[config.mk]
export PLATFORM = sky130hd
export DESIGN_NAME = pwmcap_unit
export DESIGN_NICKNAME = d
export VERILOG_FILES = /design/src/rtl/pwmcap_pkg.sv /design/src/rtl/pwmcap_chan.sv /design/src/rtl/pwmcap_dp.sv /design/src/rtl/pwmcap_ctrl.sv /design/src/rtl/pwmcap_unit.sv
export SDC_FILE = /design/constraint.sdc
export NUM_CORES = 1
export LEC_CHECK = 0
export ABC_AREA = 1
export BUFFER_PORTS_ARGS = -buffer_cell sky130_fd_sc_hd__buf_4
export CAP_MARGIN = 20
export CORE_ASPECT_RATIO = 1.4
export CORE_MARGIN = 2
export CORE_UTILIZATION = 50
export DETAILED_ROUTE_END_ITERATION = 7
export PLACE_DENSITY = 0.69
export SYNTH_ARGS = -nofsm -noshare
export SYNTH_HDL_FRONTEND = slang
export SYNTH_SLANG_ARGS = --single-unit
[constraint.sdc]
create_clock -name clk -period 5 [get_ports clk]
set_input_delay 0.75 -clock clk [delete_from_list [all_inputs] [get_ports clk]]
set_output_delay 0.75 -clock clk [all_outputs]
set_load 0.005 [all_outputs]
[src/rtl/pwmcap_pkg.sv]
package pwmcap_pkg;

  // strobes from control to datapath
  typedef struct packed {
    logic clrMeas;   // new measurement: clear edge counts and results
    logic grabT0;    // keep first rising capture
    logic burst;     // rising capture inside a measurement
    logic latchRes;  // compute and publish the result
  } capStrobe_t;

  typedef enum logic [1:0] {
    ST_IDLE   = 2'd0,
    ST_FIRST  = 2'd1,
    ST_SECOND = 2'd2
  } measState_t;

endpackage

[src/rtl/pwmcap_chan.sv]
module pwmcap_chan #(
  parameter int CW = 16
) (
  input  logic          clk,
  input  logic          rstN,
  input  logic          edgeEv,
  input  logic          clrDiv,
  input  logic [1:0]    edgeSel,
  input  logic [CW-1:0] cntVal,
  output logic          hit,
  output logic [CW-1:0] capVal
);

  logic [2:0] divCnt;
  logic [2:0] divLast;

  always_comb begin
    divLast = 3'((4'd1 << edgeSel) - 4'd1);
    hit     = edgeEv && !clrDiv && (divCnt >= divLast);
  end

  always_ff @(posedge clk or negedge rstN) begin
    if (!rstN) begin
      divCnt <= '0;
      capVal <= '0;
    end else begin
      if (clrDiv)
        divCnt <= '0;
      else if (edgeEv)
        divCnt <= hit ? 3'd0 : divCnt + 3'd1;
      if (hit)
        capVal <= cntVal;
    end
  end


  cap_load_chk: assert property (@(posedge clk) disable iff (!rstN)
    hit |=> capVal == $past(cntVal));

endmodule

[src/rtl/pwmcap_dp.sv]
module pwmcap_dp
  import pwmcap_pkg::*;
#(
  parameter int CW = 16,
  parameter int PW = 16
) (
  input  logic          clk,
  input  logic          rstN,
  input  logic          enable,
  input  logic          sigIn,
  input  logic [PW-1:0] clkDiv,
  input  logic [1:0]    edgeSel,
  input  logic [CW-1:0] cntMax,
  input  capStrobe_t    stb,
  output logic          riseHit,
  output logic          pairReq,
  output logic [CW-1:0] capRise,
  output logic [CW-1:0] capFall,
  output logic          resValid,
  output logic [CW-1:0] period,
  output logic [CW-1:0] highTime
);

  localparam int NCH = 2;  // index 0 rising, 1 falling

  logic          syncA, syncB, syncC;
  logic [PW-1:0] divCnt;
  logic          tick;
  logic [CW-1:0] cnt;
  logic [NCH-1:0] evVec, hitVec;
  logic [CW-1:0] capVec [NCH];
  logic [CW-1:0] t0;
  logic [CW-1:0] perCalc, hiRaw, hiCalc;

  function automatic logic [CW-1:0] wrapDiff(input logic [CW-1:0] early,
                                             input logic [CW-1:0] late,
                                             input logic [CW-1:0] top);
    if (late >= early) return late - early;
    else               return top - early + late;
  endfunction

  // synchronizer plus edge-detect stage
  always_ff @(posedge clk or negedge rstN) begin
    if (!rstN) begin
      syncA <= 1'b0;
      syncB <= 1'b0;
      syncC <= 1'b0;
    end else begin
      syncA <= sigIn;
      syncB <= syncA;
      syncC <= syncB;
    end
  end

  assign evVec[0] = enable &&  syncB && !syncC;
  assign evVec[1] = enable && !syncB &&  syncC;

  // divided free-running counter
  assign tick = enable && (divCnt >= clkDiv);

  always_ff @(posedge clk or negedge rstN) begin
    if (!rstN) begin
      divCnt <= '0;
      cnt    <= '0;
    end else if (!enable) begin
      divCnt <= '0;
      cnt    <= '0;
    end else begin
      divCnt <= tick ? '0 : divCnt + 1'b1;
      if (tick)
        cnt <= (cnt >= cntMax) ? '0 : cnt + 1'b1;
    end
  end

  generate
    for (genvar g = 0; g < NCH; g++) begin : gChan
      pwmcap_chan #(.CW(CW)) uChan (
        .clk    (clk),
        .rstN   (rstN),
        .edgeEv (evVec[g]),
        .clrDiv (stb.clrMeas),
        .edgeSel(edgeSel),
        .cntVal (cnt),
        .hit    (hitVec[g]),
        .capVal (capVec[g])
      );
    end
  endgenerate

  assign riseHit = hitVec[0];
  assign capRise = capVec[0];
  assign capFall = capVec[1];

  always_comb begin
    perCalc = wrapDiff(t0, capVec[0], cntMax);
    hiRaw   = wrapDiff(t0, capVec[1], cntMax);
    hiCalc  = (hiRaw > perCalc) ? hiRaw - perCalc : hiRaw;
  end

  always_ff @(posedge clk or negedge rstN) begin
    if (!rstN) begin
      t0       <= '0;
      pairReq  <= 1'b0;
      resValid <= 1'b0;
      period   <= '0;
      highTime <= '0;
    end else begin
      pairReq <= stb.burst;
      if (stb.grabT0)
        t0 <= cnt;
      if (stb.clrMeas) begin
        resValid <= 1'b0;
        period   <= '0;
        highTime <= '0;
      end else begin
        resValid <= stb.latchRes;
        if (stb.latchRes) begin
          period   <= perCalc;
          highTime <= hiCalc;
        end
      end
    end
  end


  cnt_range_chk: assert property (@(posedge clk) disable iff (!rstN)
    ($stable(cntMax) && $past(cnt) <= $past(cntMax)) |-> cnt <= cntMax);


  pair_src_chk: assert property (@(posedge clk) disable iff (!rstN)
    pairReq |-> $past(hitVec[0]));


  res_after_pair_chk: assert property (@(posedge clk) disable iff (!rstN)
    resValid |-> $past(pairReq));


  res_pulse_chk: assert property (@(posedge clk) disable iff (!rstN)
    resValid |=> !resValid);

endmodule

[src/rtl/pwmcap_ctrl.sv]
module pwmcap_ctrl
  import pwmcap_pkg::*;
#(
  parameter int TW = 24
) (
  input  logic          clk,
  input  logic          rstN,
  input  logic          enable,
  input  logic          start,
  input  logic          riseHit,
  input  logic [TW-1:0] tmoLimit,
  output capStrobe_t    stb,
  output logic          timedOut,
  output logic          busy
);

  measState_t    state;
  logic [TW-1:0] tmoCnt;
  logic [TW:0]   tmoNext;
  logic          fin;
  logic          clr;

  assign clr     = start && enable;
  assign tmoNext = {1'b0, tmoCnt} + 1'b1;
  assign busy    = (state != ST_IDLE);

  always_comb begin
    stb.clrMeas  = clr;
    stb.grabT0   = !clr && (state == ST_FIRST) && riseHit;
    stb.burst    = !clr && busy && riseHit;
    stb.latchRes = fin;
  end

  always_ff @(posedge clk or negedge rstN) begin
    if (!rstN) begin
      state    <= ST_IDLE;
      tmoCnt   <= '0;
      timedOut <= 1'b0;
      fin      <= 1'b0;
    end else if (clr) begin
      state    <= ST_FIRST;
      tmoCnt   <= '0;
      timedOut <= 1'b0;
      fin      <= 1'b0;
    end else begin
      fin <= 1'b0;
      if (state == ST_SECOND && riseHit) begin
        state <= ST_IDLE;
        fin   <= 1'b1;
      end else if (busy) begin
        if (tmoNext >= {1'b0, tmoLimit}) begin
          state    <= ST_IDLE;
          timedOut <= 1'b1;
        end else begin
          tmoCnt <= tmoNext[TW-1:0];
          if (state == ST_FIRST && riseHit)
            state <= ST_SECOND;
        end
      end
    end
  end


  tmo_from_busy_chk: assert property (@(posedge clk) disable iff (!rstN)
    $rose(timedOut) |-> $past(busy));


  res_tmo_excl_chk: assert property (@(posedge clk) disable iff (!rstN)
    fin |-> !timedOut);

endmodule

[src/rtl/pwmcap_unit.sv]
module pwmcap_unit
  import pwmcap_pkg::*;
#(
  parameter int CW = 16,
  parameter int PW = 16,
  parameter int TW = 24
) (
  input  logic          clk,
  input  logic          rstN,
  input  logic          enable,
  input  logic          start,
  input  logic          sigIn,
  input  logic [PW-1:0] clkDiv,
  input  logic [1:0]    edgeSel,
  input  logic [CW-1:0] cntMax,
  input  logic [TW-1:0] tmoLimit,
  output logic          pairReq,
  output logic [CW-1:0] capRise,
  output logic [CW-1:0] capFall,
  output logic          resValid,
  output logic [CW-1:0] period,
  output logic [CW-1:0] highTime,
  output logic          timedOut,
  output logic          busy
);

  capStrobe_t stb;
  logic       riseHit;

  pwmcap_ctrl #(.TW(TW)) uCtrl (
    .clk     (clk),
    .rstN    (rstN),
    .enable  (enable),
    .start   (start),
    .riseHit (riseHit),
    .tmoLimit(tmoLimit),
    .stb     (stb),
    .timedOut(timedOut),
    .busy    (busy)
  );

  pwmcap_dp #(.CW(CW), .PW(PW)) uDp (
    .clk     (clk),
    .rstN    (rstN),
    .enable  (enable),
    .sigIn   (sigIn),
    .clkDiv  (clkDiv),
    .edgeSel (edgeSel),
    .cntMax  (cntMax),
    .stb     (stb),
    .riseHit (riseHit),
    .pairReq (pairReq),
    .capRise (capRise),
    .capFall (capFall),
    .resValid(resValid),
    .period  (period),
    .highTime(highTime)
  );

endmodule

* Yosys cells after proc, flatten, opt, wreduce, memory -nomap -nowiden *
Index checks and enable logic that the tools add are counted.

storage, ports and cells
  flip-flop bits (word level) = 151
  output and inout port bits = 68

cells by class
  $add $sub $neg = 12
  $lt $le $gt $ge = 8
  equal/unequal tests = 5
  shifts and indexed selects = 1
  mux-type cells = 34
  reduce and logical (&&, ||, !) cells = 30

operator list
  kind                   number
  $mux 16                12
  $mux 24                4
  $ge 16x16->1           4
  $sub 16x16->16         4
  $add 16x1->16 const B  2
  $add 16x16->16         2
  $add 24x1->25 const B  1
  $ge 25x24->1           1
  $mux 3                 6
  $gt 16x16->1           1
  $logic_and 1x1->1      16
  $reduce_bool 2->1      6
  $mux 2                 5
  $mux 1                 7
  $add 3x1->3 const B    2
  $ge 3x3->1             2
  $ne 2x1->1 const B     3
  $reduce_and 3->1       2
  $reduce_bool 4->1      1
  $logic_not 1->1        3
  $reduce_bool 3->1      1
  $shl 1x2->3 const A    1
  $sub 3x1->3 const B    1
  $eq 2x1->1 const B     1
  2 further kinds        2

* Longest topological paths before layout *
Gate-level depths: netlist (run 1).

  word-level depth = 10
  gate-level depth with buffers = 35

* By module *
A second synthesis (run 1) with hierarchy kept.

unflattened totals
  cells, all modules = 1,968
  area total of the unflattened synthesis = 13,903.3 sq um

by module, submodules not included
  module       times used  cells an instance  area an instance (sq um)
  pwmcap_dp    1           1,346              9,434.0
  pwmcap_ctrl  1           414                2,650.0
  pwmcap_chan  2           104                909.6

* Least setup slack after synthesis (run 1) *
OpenSTA, ideal clock, no wires.

  kind = input-to-reg
  start point = input port cntMax[0]
  end point = register uDp.highTime[9]
  setup time = 0.118 ns
  arrival time = 4.871 ns
  required time = 4.882 ns
  setup slack = 0.011 ns
  stages = 29
  cell sequence = inv_1 > ha_1 > fa_1 > inv_1 > a31oi_1 > o21ai_0 > nand2_1 > nand2_1 > a21oi_1 > o21ai_0 > a21oi_1 > o21bai_1 > xor2_1 > ha_1 > inv_1 > nor3_1 > a221oi_1 > nand3_1 > nand2_1 > o22ai_1 > ha_1 > inv_1 > nor3_1 > nand3_4 > nand2_4 > buf_6 > nand2_1 > nand3_1 > nand2_1

between the ends
  cells in the longest elaborated chain, start to end = 7
  elaborated cells on any way between the ends = 10
  classes of those cells = add/sub (4); order compare (1); mux (5)

RTL lines
  what                                            RTL line           text
  start: declaration                              pwmcap_unit.sv:15  input logic [CW-1:0] cntMax,
  $sub 16x16->16 (*)                              pwmcap_dp.sv:39    else return top - early + late;
  $add 16x16->16                                  pwmcap_dp.sv:39
  $mux 16                                         pwmcap_dp.sv:38    if (late >= early) return late - early;
  $sub 16x16->16 or $gt 16x16->1 (tied branches)  pwmcap_dp.sv:97    hiCalc = (hiRaw > perCalc) ? hiRaw - perCalc : hiRaw;
  $mux 16 (*)                                     pwmcap_dp.sv:97
  $mux 16 (*)                                     pwmcap_dp.sv:117   if (stb.latchRes) begin
  $mux 16 (*)                                     pwmcap_dp.sv:111   if (stb.clrMeas) begin
  end signal: assignment                          pwmcap_dp.sv:119   highTime <= hiCalc;
  end: declaration                                pwmcap_dp.sv:21    output logic [CW-1:0] highTime

Mark *: on every way between the ends. The rest lies on a longest branch, timed or not. The select of a mux whose other input is x is not followed.
A chain may end at the register's enable or synchronous reset.

* Worst setup path after layout (run 1) *
  start point = input port cntMax[0]
  end point = register uDp.highTime[3]

Same word-level chain as after synthesis.

==> impl_metrics.py, run 1 <==
metrics = {
    "timing": {
        "period_minus_slack_ps": 4770,
        "fmax_mhz": 210,
        "setup_viol": 0,
        "final.setup_skew_ps": 12.8,
        "final_min_period_over_clock_period_pct": 95.4,
        "finalHoldViolCount": 0,
        "slew_viol_final": 0,
        "slew-limit-headroom_pct": 28.6,
        "timing_worst_slew_pin_value_ps": 1060,
    },
    "outcome": {
        "result_of_the_run": "finished, final reports clean",
    },
    "clock_tree": {
        "hold_bufs_at_cts": 0,
        "clock_tree.htree_level_count": 4,
        "cts.clk_slew.worst_paths_ps": 70,
        "clock_sinks": 151,
        "tritoncts": "yes",
        "clk_root_buffer_cell": "sky130_fd_sc_hd__clkbuf_16",
        "ctsLongestPathBuffers": 2,
        "cts-buffers-inserted": 17,
        "worstSkewPairLatency_ps": 440,
    },
    "worst_setup_path": {
        "worstPathMaxFanout": 8,
        "worstSetupPathType": "in2reg",
        "critPathSlowestCell": "sky130_fd_sc_hd__fa_2",
        "worstPathBufferInverterCount": 10,
        "endpoint_kind": "register",
        "critical_path.top_delay_family": "compound AO/OA/AOI/OAI gates",
        "startpoint_type": "input pin",
        "crit_arrival_ps": 5100,
        "critPathRequiredTime_ps": 5330,
        "crit_top_cell": "sky130_fd_sc_hd__buf_4",
        "slowest_delay_ps": 380,
    },
    "place": {
        "gp_routability_congestion": 0.948,
        "post-place-cells": 2480,
        "dpl.hpwl_mm": 30.8,
        "portBuffers": 130,
    },
    "detailed_routing": {
        "post_route_antenna_net_violation_count": 0,
        "dr.pass1.iters": 5,
        "num_vias": 13400,
        "totalWireLength_mm": 38.3,
        "wire_length_on_met1_mm": 16.1,
        "dr.first_iter.drc_count": 646,
        "highest-signal-layer": "met4",
        "post-route-drc-count": 0,
        "avgRoutedWirePerCell_um": 15.2,
        "met3_wirelength_mm": 1.03,
        "met2WireLength_mm": 19.8,
        "via_per_inst": 5.32,
    },
    "finish": {
        "layout-drive-gt1-share_pct": 19.4,
        "final_cells": 2519,
        "num_antenna_cells": 0,
        "number_of_filler_cells_placed_in_the_layout": 2351,
        "area_growth_pct": 25.0,
        "most_common_library_cell_in_the_layout_ignoring_fill_and_taps": "sky130_fd_sc_hd__nand2_1",
        "final_nets": 2416,
        "fin_util_pct": 63.8,
        "mostFrequentLayoutCells": "493 x sky130_fd_sc_hd__nand2_1, 290 x sky130_fd_sc_hd__buf_4, 285 x sky130_fd_sc_hd__inv_1, 157 x sky130_fd_sc_hd__ha_1, 151 x sky130_fd_sc_hd__dfrtp_1",
    },
    "synthesis": {
        "ys.warnings.count": 0,
        "synth_sequential_area_ratio_pct": 28.2,
        "mapped_cells": 1903,
        "most_used_flip_flop_cell_after_synthesis": "sky130_fd_sc_hd__dfrtp_1",
        "post_syn_area_per_cell_sq_um": 7.05,
        "mappedNetlistNets": 2136,
        "async_reset_ff_share_pct": 100,
        "yosys_register_bits": 151,
        "yosysUniqueCellTypes": 52,
        "synth-edff-count": 0,
        "syn_area_sq_um": 13400,
    },
    "die": {
        "design.portCount": 131,
        "initial_core_util_pct": 51.1,
        "die-area_sq_um": 28200,
        "total_core_area_sq_um": 26300,
        "rows": 70,
        "die_width_um": 142,
        "chipHeight_um": 198,
    },
    "grt": {
        "antenna_found_initial": 0,
        "grt_first_pass_wirelength_mm": 61.5,
        "first_global_vias": 13000,
        "grt_start_max_net_pins": 74,
        "grt.overflow.total": 0,
        "globalRouteTotalUtil_pct": 27.3,
    },
    "pwr": {
        "power_leakage_nw": 9.20,
        "vdd_drop_max_mv": 0.312,
        "power-per-cell-area_nw_per_um2": 610,
    },
    "job": {
        "max-cap-violations": 0,
    },
    "min_path": {
        "hold_path_class": "in2async",
    },
}
[routing by layer]
metal	vias to the layer above	global-route usage [%]
li1	6794	-
met1	6268	31.8
met2	258	50.7
met3	81	3.14
met4	0	11.1
met5	-	0
[stage by stage]
stage          instance area, sq um  worst slack (ps)  setup TNS (ps)  power, mW  hold slack, ps
2_1_floorplan                 13400              10.6               0       5.58             331
3_3_place_gp                  15800              -575           -8950       8.24             335
3_5_place_dp                  15800              -660          -10300       8.35             350
4_1_cts                       16400              45.8               0       9.75             349
5_1_grt                       16800             -56.0            -478       11.1             365
6_report                      16800               231               0       10.2             334
[cells by family (layout without fill, tap and decap cells)]
kind of cell             after synthesis  in the layout  synth area share [%]
buffers and inverters                330            621                  9.57
AO/OA/AOI/OAI                        329            329                  13.8
AND/OR/NAND/NOR                      840            841                  26.8
flip-flops                           151            151                  28.2
adder cells (fa/ha/maj)              170            170                  16.2
XOR/XNOR                              83             83                  5.42
[path summary, 6_finish.rpt]
path | startpoint | to | slack (ps) | cells after the start
worst max-delay path | cntMax[0] | uDp.highTime[3]$_DFFE_PN0P_ | 230 | 34
worst min-delay path | rstN | uDp.period[4]$_DFFE_PN0P_ | 330 | 1
worst max register to register | uDp.t0[0]$_DFFE_PN0P_ | uDp.highTime[3]$_DFFE_PN0P_ | 270 | 32
worst min register to register | uDp.syncA$_DFF_PN0_ | uDp.syncB$_DFF_PN0_ | 360 | 0
max in group asynchronous | rstN | uDp.gChan[1].uChan.divCnt[0]$_DFFE_PN0P_ | 3610 | 2
min in group clk | uDp.syncA$_DFF_PN0_ | uDp.syncB$_DFF_PN0_ | 360 | 0
[registers in the layout, summed over array words and instances (netlist names)]
register                flops
uCtrl.tmoCnt               24
uDp.syncB                   1
uDp.syncC                   1
uCtrl.timedOut              1
uDp.gChan.uChan.capVal     32
uDp.pairReq                 1
uDp.divCnt                 16
uDp.highTime               16
uDp.t0                     16
uDp.syncA                   1
uDp.gChan.uChan.divCnt      6
uDp.resValid                1
uDp.period                 16
uCtrl.state                 2
uDp.cnt                    16
uCtrl.fin                   1
[power breakdown]
group	total, mW	switching, mW	internal (mW)
logic	7.52	4.07	3.45
clock network	1.34	0.566	0.770
registers	1.38	0.0667	1.31
[synthesized netlist by cell type (4+ instances only)]
cell type / count / area, sq um
sky130_fd_sc_hd__nand3_1: 123 / 616
sky130_fd_sc_hd__nand4_1: 25 / 156
sky130_fd_sc_hd__a32o_1: 4 / 40.0
sky130_fd_sc_hd__o211ai_1: 7 / 52.6
sky130_fd_sc_hd__o21ai_0: 137 / 686
sky130_fd_sc_hd__nor2_2: 4 / 25.0
sky130_fd_sc_hd__a211oi_1: 7 / 52.6
sky130_fd_sc_hd__nor2_1: 109 / 409
sky130_fd_sc_hd__dfrtp_1: 151 / 3780
sky130_fd_sc_hd__nor4_1: 7 / 43.8
sky130_fd_sc_hd__a31oi_1: 14 / 87.6
sky130_fd_sc_hd__a21oi_1: 114 / 571
sky130_fd_sc_hd__fa_1: 6 / 120
sky130_fd_sc_hd__o21a_1: 4 / 30.0
sky130_fd_sc_hd__xor2_1: 59 / 517
sky130_fd_sc_hd__a21o_1: 6 / 45.0
sky130_fd_sc_hd__xnor2_1: 24 / 210
sky130_fd_sc_hd__nor3_1: 36 / 180
sky130_fd_sc_hd__ha_1: 164 / 2050
sky130_fd_sc_hd__nand3b_1: 8 / 60.1
sky130_fd_sc_hd__a21oi_2: 4 / 35.0
sky130_fd_sc_hd__o21ai_1: 4 / 20.0
sky130_fd_sc_hd__o21bai_1: 12 / 90.1
sky130_fd_sc_hd__buf_6: 5 / 56.3
sky130_fd_sc_hd__inv_1: 290 / 1090
sky130_fd_sc_hd__inv_2: 7 / 26.3
sky130_fd_sc_hd__nand2_2: 11 / 68.8
sky130_fd_sc_hd__nand2_1: 496 / 1860
sky130_fd_sc_hd__or2_2: 9 / 56.3
sky130_fd_sc_hd__clkbuf_1: 22 / 82.6
[final cells by class]
cell class	instances	area [sq um]	area share [%]
sequential	151	3780	22.5
clock buffer	20	457	2.72
timing repair buffer	293	2220	13.2
tap	324	405	2.42
multi-input combinational	1423	8660	51.6
inverter	297	1110	6.65
clock inverter	11	140	0.835
[timing repair]
action	4_1_cts	5_1_grt
gates resized for setup	8	59
setup endpoints to repair	16	16
pin swaps	1	18
hold endpoints to repair	0	0
setup buffers	1	6
cloned	0	1
No activity file was read; power rests on OpenSTA's default activity.
==> run 2, diff against run 1 <==
==> constraint.sdc (replaced) <==
create_clock -name clk -period 5 [get_ports clk]
set_input_delay 0 -clock clk [delete_from_list [all_inputs] [get_ports clk]]
set_output_delay 0 -clock clk [all_outputs]
set_load 0.005 [all_outputs]
==> run 2 against run 1 <==
Combinational power is 18% lower. Fmax up 0.75%. Clock skew rose by 6.6 ps. Largest cell class unchanged.
==> impl_metrics.py, run 2 (synthesis results as in run 1) <==
metrics = {
    "outcome": {
        "result_of_the_run": "finished, final reports clean",
    },
    "die": {
        "die_width_um": 142,
        "die-area_sq_um": 28200,
        "total_core_area_sq_um": 26300,
        "design.portCount": 131,
        "rows": 70,
        "initial_core_util_pct": 51.1,
        "chipHeight_um": 198,
    },
    "timing": {
        "final.setup_skew_ps": 19.5,
        "timing_worst_slew_pin_value_ps": 902,
        "slew_viol_final": 0,
        "slew-limit-headroom_pct": 39.3,
        "finalSetupTns_ps": 0,
        "grt_setup_unrepaired": "true",
        "setup_viol": 0,
        "period_minus_slack_ps": 4730,
        "final_min_period_over_clock_period_pct": 94.7,
        "finalHoldViolCount": 0,
        "fmax_mhz": 211,
    },
    "pwr": {
        "pwr-share-seq_pct": 15.5,
        "vdd_drop_max_mv": 0.290,
        "power_leakage_nw": 8.62,
        "power-per-cell-area_nw_per_um2": 557,
        "power_switching_mw": 4.38,
        "fraction_of_power_spent_switching_nets_pct": 49.5,
        "clock_power_share_pct": 15.2,
        "power.combinational.fraction_pct": 69.2,
        "p_int_mw": 4.47,
    },
    "finish": {
        "largest_register_ff_count": 32,
        "final_cells": 2401,
        "mostFrequentLayoutCells": "494 x sky130_fd_sc_hd__nand2_1, 286 x sky130_fd_sc_hd__inv_1, 169 x sky130_fd_sc_hd__buf_4, 154 x sky130_fd_sc_hd__ha_1, 151 x sky130_fd_sc_hd__dfrtp_1",
        "reg_top3": "uDp.gChan.uChan.capVal x32, uCtrl.tmoCnt x24",
        "number_of_filler_cells_placed_in_the_layout": 2494,
        "area_of_the_multi_input_gates_sq_um": 8650,
        "most_common_library_cell_in_the_layout_ignoring_fill_and_taps": "sky130_fd_sc_hd__nand2_1",
        "layout-drive-gt1-share_pct": 14.6,
        "num_antenna_cells": 0,
        "fin_util_pct": 60.5,
        "most_flops_register": "uDp.gChan.uChan.capVal",
        "ff_latch_area_sq_um": 3780,
        "final_nets": 2297,
        "area_growth_pct": 18.5,
    },
    "job": {
        "max-cap-violations": 0,
    },
    "detailed_routing": {
        "via_per_inst": 5.41,
        "post_route_antenna_net_violation_count": 0,
        "post-route-drc-count": 0,
        "num_vias": 13000,
        "dr.pass1.iters": 5,
        "dr.first_iter.drc_count": 779,
        "avgRoutedWirePerCell_um": 15.6,
        "totalWireLength_mm": 37.4,
    },
    "grt": {
        "first_global_vias": 12700,
        "antenna_found_initial": 0,
        "grt_start_max_net_pins": 96,
        "grt_first_pass_wirelength_mm": 60.4,
        "grt.overflow.total": 0,
        "globalRouteTotalUtil_pct": 26.9,
    },
    "worst_setup_path": {
        "worstSetupPathType": "reg2reg",
        "worstPathMaxFanout": 8,
        "crit_top_cell": "sky130_fd_sc_hd__nand2_1",
        "crit_arrival_ps": 5080,
        "critical_path.top_delay_family": "simple AND/OR/NAND/NOR gates",
        "worstPathBufferInverterCount": 6,
        "endpoint_kind": "register",
        "critPathRequiredTime_ps": 5350,
        "slowest_delay_ps": 360,
        "critPathSlowestCell": "sky130_fd_sc_hd__dfrtp_1",
        "startpoint_type": "register",
    },
    "clock_tree": {
        "worstSkewPairLatency_ps": 450,
        "cts-buffers-inserted": 17,
        "tritoncts": "yes",
        "clk_root_buffer_cell": "sky130_fd_sc_hd__clkbuf_16",
        "cts.clk_slew.worst_paths_ps": 70,
        "clock_sinks": 151,
        "clock_tree.htree_level_count": 4,
        "ctsLongestPathBuffers": 2,
    },
    "place": {
        "portBuffers": 130,
        "dpl.hpwl_mm": 29.8,
        "post-place-cells": 2358,
        "gp_routability_congestion": 0.944,
    },
    "min_path": {
        "hold_path_class": "in2async",
    },
}
run 2: path summary, 6_finish.rpt:
path                                             from  cells past startpoint                      endpoint  slack [ps]
worst max-delay path            uDp.t0[2]$_DFFE_PN0P_                     33   uDp.highTime[0]$_DFFE_PN0P_         270
worst min-delay path                             rstN                      2   uDp.highTime[7]$_DFFE_PN0P_         200
worst max register to register  uDp.t0[2]$_DFFE_PN0P_                     33   uDp.highTime[0]$_DFFE_PN0P_         270
worst min register to register    uDp.syncA$_DFF_PN0_                      0           uDp.syncB$_DFF_PN0_         360
max in group asynchronous                        rstN                      3  uDp.highTime[15]$_DFFE_PN0P_        3510
min in group clk                                sigIn                      2           uDp.syncA$_DFF_PN0_         200
run 2: area by class of cell:
type | instances | area share (%)
Multi-Input combinational cell | 1422 | 54.4
Sequential cell | 151 | 23.8
Timing Repair Buffer | 175 | 8.43
Inverter | 297 | 7.02
Clock buffer | 18 | 2.76
Tap cell | 324 | 2.55
Clock inverter | 14 | 1.03
run 2: worst reg2reg max path: cells and delay by family, from the launching register on:
kind            cells  cell delay, ps
simple gates       17            1830
fa+ha+maj           3             910
compound gates      6             760
buf+inv             6             660
flops               1             360
xor+xnor            1             110
run 2: timing repair:
item,4_1_cts,5_1_grt
hold buffers,4,0
buffers inserted,0,7
gates resized for setup,3,62
pin swaps,1,14
endpoints found under the hold margin,103,0
endpoints found under the setup margin,16,16
run 2: metal layers:
layer / GRT usage, % / wire length (um) / up-vias / share of wire, %
li1: - / - / 6563 / -
met1: 31.7 / 15600 / 6019 / 42
met2: 48.6 / 18900 / 308 / 51
met3: 3.36 / 1430 / 88 / 3.8
met4: 12.2 / 1410 / 0 / 3.8
met5: 0 / 0 / - / 0
run 2: power groups by stage:
| stage | clock (mW) | combinational [mW] | sequential, mW |
|---|---|---|---|
| 5_1_grt | 1.42 | 6.88 | 1.39 |
| 3_5_place_dp | 0 | 5.57 | 1.40 |
| 4_1_cts | 1.37 | 5.62 | 1.37 |
| 3_3_place_gp | 0 | 5.48 | 1.39 |
| 6_report | 1.35 | 6.13 | 1.38 |
| 2_1_floorplan | 0 | 4.19 | 1.38 |
run 2: stage by stage:
stage / total power [mW] / hold slack [ps] / area [sq um] / setup slack [ps]
detailed placement: 6.97 / 115 / 14900 / -24.4
CTS: 8.37 / 190 / 15600 / 11.5
global placement: 6.87 / 116 / 14900 / 48.7
global route: 9.69 / 212 / 15900 / -76.0
finish: 8.85 / 202 / 15900 / 266
floorplan: 5.58 / -296 / 13400 / 393
==> run 3, diff against run 2 <==
--- a/config.mk
+++ b/config.mk
@@ -9,10 +9,11 @@
 export BUFFER_PORTS_ARGS = -buffer_cell sky130_fd_sc_hd__buf_4
 export CAP_MARGIN = 20
 export CORE_ASPECT_RATIO = 1.4
-export CORE_MARGIN = 2
+export CORE_MARGIN = 1.5
 export CORE_UTILIZATION = 50
 export DETAILED_ROUTE_END_ITERATION = 7
-export PLACE_DENSITY = 0.69
+export PLACE_DENSITY_LB_ADDON = 0.05
 export SYNTH_ARGS = -nofsm -noshare
 export SYNTH_HDL_FRONTEND = slang
+export SYNTH_HIERARCHICAL = 1
 export SYNTH_SLANG_ARGS = --single-unit
==> run 3 against run 2 <==
Combinational power is 28% higher. First-iteration DRC count is 21% lower. Hold slack worse by 170 ps. Wire length is 13% higher. Clock skew is 10 ps lower. Global-route usage is 3.0 points higher. Critical path depth is 4 lower. Core utilization is 1.1 points lower. Largest cell class unchanged. Cell count is 4.4% higher.
==> impl_metrics.py, run 3 <==
metrics = {
    "die": {
        "initial_core_util_pct": 50.6,
        "rows": 72,
        "design.portCount": 131,
        "chipHeight_um": 200,
        "die_width_um": 144,
        "die-area_sq_um": 28800,
        "total_core_area_sq_um": 27500,
    },
    "detailed_routing": {
        "dr.pass1.iters": 5,
        "dr.first_iter.drc_count": 618,
        "avgRoutedWirePerCell_um": 16.9,
        "via_per_inst": 5.35,
        "totalWireLength_mm": 42.3,
        "post-route-drc-count": 0,
        "num_vias": 13400,
        "post_route_antenna_net_violation_count": 0,
    },
    "timing": {
        "final_min_period_over_clock_period_pct": 96.5,
        "fmax_mhz": 207,
        "timing_worst_slew_pin_value_ps": 891,
        "postLayoutSetupSlackWorst_ps": 173,
        "period_minus_slack_ps": 4830,
        "final.setup_skew_ps": 9.17,
        "slew_viol_final": 0,
        "finalHoldViolCount": 0,
        "finalSetupTns_ps": 0,
        "slew-limit-headroom_pct": 40.6,
        "setup_viol": 0,
        "grt_setup_unrepaired": "true",
    },
    "finish": {
        "area_growth_pct": 17.5,
        "num_antenna_cells": 0,
        "most_flops_register": "uDp/gChan.uChan/capVal",
        "largest_register_ff_count": 32,
        "final_cells": 2507,
        "number_of_filler_cells_placed_in_the_layout": 2618,
        "reg_top3": "uDp/gChan.uChan/capVal x32, uCtrl/tmoCnt x24",
        "mostFrequentLayoutCells": "561 x sky130_fd_sc_hd__nand2_1, 260 x sky130_fd_sc_hd__inv_1, 174 x sky130_fd_sc_hd__buf_4, 151 x sky130_fd_sc_hd__dfrtp_1, 148 x sky130_fd_sc_hd__ha_1",
        "layout-drive-gt1-share_pct": 15.8,
        "most_common_library_cell_in_the_layout_ignoring_fill_and_taps": "sky130_fd_sc_hd__nand2_1",
        "final_nets": 2356,
    },
    "place": {
        "post-place-cells": 2467,
        "portBuffers": 130,
        "dp_worst_setup_slack_ps": -131,
        "gp_routability_congestion": 0.954,
        "dpl.hpwl_mm": 33.9,
    },
    "pwr": {
        "power.total_mw": 10.5,
        "power_leakage_nw": 9.03,
        "vdd_drop_max_mv": 0.387,
        "power-per-cell-area_nw_per_um2": 644,
    },
    "clock_tree": {
        "worstSkewPairLatency_ps": 440,
        "clk_root_buffer_cell": "sky130_fd_sc_hd__clkbuf_16",
        "cts.clk_slew.worst_paths_ps": 70,
        "ctsLongestPathBuffers": 2,
        "cts-buffers-inserted": 17,
        "tritoncts": "yes",
        "clock_tree.htree_level_count": 4,
        "clock_sinks": 151,
    },
    "grt": {
        "grt.overflow.total": 0,
        "first_global_vias": 13300,
        "grt_first_pass_wirelength_mm": 67.0,
        "antenna_found_initial": 0,
        "grt_start_max_net_pins": 84,
        "globalRouteTotalUtil_pct": 30.0,
    },
    "min_path": {
        "hold_path_class": "in2reg",
    },
    "synthesis": {
        "mapped_cells": 1967,
        "ys.warnings.count": 6,
        "post_syn_area_per_cell_sq_um": 7.07,
        "syn_area_sq_um": 13900,
        "mappedNetlistNets": 2199,
    },
    "worst_setup_path": {
        "critPathSlowestCell": "sky130_fd_sc_hd__ha_1",
        "slowest_delay_ps": 400,
        "crit_top_cell": "sky130_fd_sc_hd__nand2_1",
        "endpoint_kind": "register",
        "startpoint_type": "register",
        "crit_arrival_ps": 5150,
        "worstSetupPathType": "reg2reg",
        "worstPathMaxFanout": 7,
        "critPathRequiredTime_ps": 5320,
    },
    "outcome": {
        "result_of_the_run": "finished, final reports clean",
    },
    "job": {
        "max-cap-violations": 0,
    },
}
-- run 3: final timing paths --
path / startpoint / endpoint / slack, ps / cells past startpoint
worst max-delay path: uDp/t0[2]$_DFFE_PN0P_ / uDp/highTime[1]$_DFFE_PN0P_ / 170 / 29
worst min-delay path: enable / uDp/cnt[1]$_DFFE_PN0P_ / 30 / 5
worst max register to register: uDp/t0[2]$_DFFE_PN0P_ / uDp/highTime[1]$_DFFE_PN0P_ / 170 / 29
worst min register to register: uDp/syncA$_DFF_PN0_ / uDp/syncB$_DFF_PN0_ / 370 / 0
max in group asynchronous: rstN / uDp/gChan[1].uChan/capVal[9]$_DFFE_PN0P_ / 3360 / 3
min in group asynchronous: rstN / uDp/highTime[1]$_DFFE_PN0P_ / 200 / 2
-- run 3: report_power, final --
part | total [mW] | leakage (nW) | internal [mW] | switching, mW
clock | 1.28 | 0.272 | 0.698 | 0.579
combinational | 7.83 | 6.72 | 2.96 | 4.88
sequential | 1.41 | 2.04 | 1.32 | 0.0846
-- run 3: routing by layer --
metal  vias up  wire length [um]  share of wire, %  track usage, %
met1      6247             15900                37            31.9
met3       119              1490               3.5            3.42
met5         -                 0                 0               0
met4         0              2740               6.5            18.2
met2       331             22200                53            55.1
li1       6713                 -                 -               -
-- run 3: what timing repair did --
action                                  in CTS  in global routing
gates cloned                                 0                  1
pin swaps                                    1                 14
setup buffers                                1                  4
hold buffers                                 2                  0
resized for setup                            2                 65
endpoints found under the hold margin       83                  0
endpoints found under the setup margin      16                 16
-- run 3: area by class of cell --
type,instances,area (sq um),area share [%]
well taps,370,463,2.84
clock buffers,18,429,2.63
inverters,271,1030,6.32
repair buffers,177,1340,8.19
repair inverters,1,8.76,0.0536
multi-input cells,1505,9140,56.0
flip-flops and latches,151,3780,23.1
clock inverters,14,138,0.843
-- run 3: through the flow --
stage	utilization, %	cell area [sq um]	hold slack, ps
global placement	55.9	15400	111
detailed placement	55.9	15400	117
global route	59.4	16300	20.6
CTS	58.1	16000	2.05
floorplan	-	13900	-296
finish	59.4	16300	29.6
-- run 3: worst max-delay path, delay by kind of cell, from the launching register on --
family | cells | cell delay, ps
compound gates | 6 | 840
xor+xnor | 2 | 280
simple gates | 13 | 1600
fa+ha+maj | 3 | 1100
buf+inv | 5 | 560
flops | 1 | 330
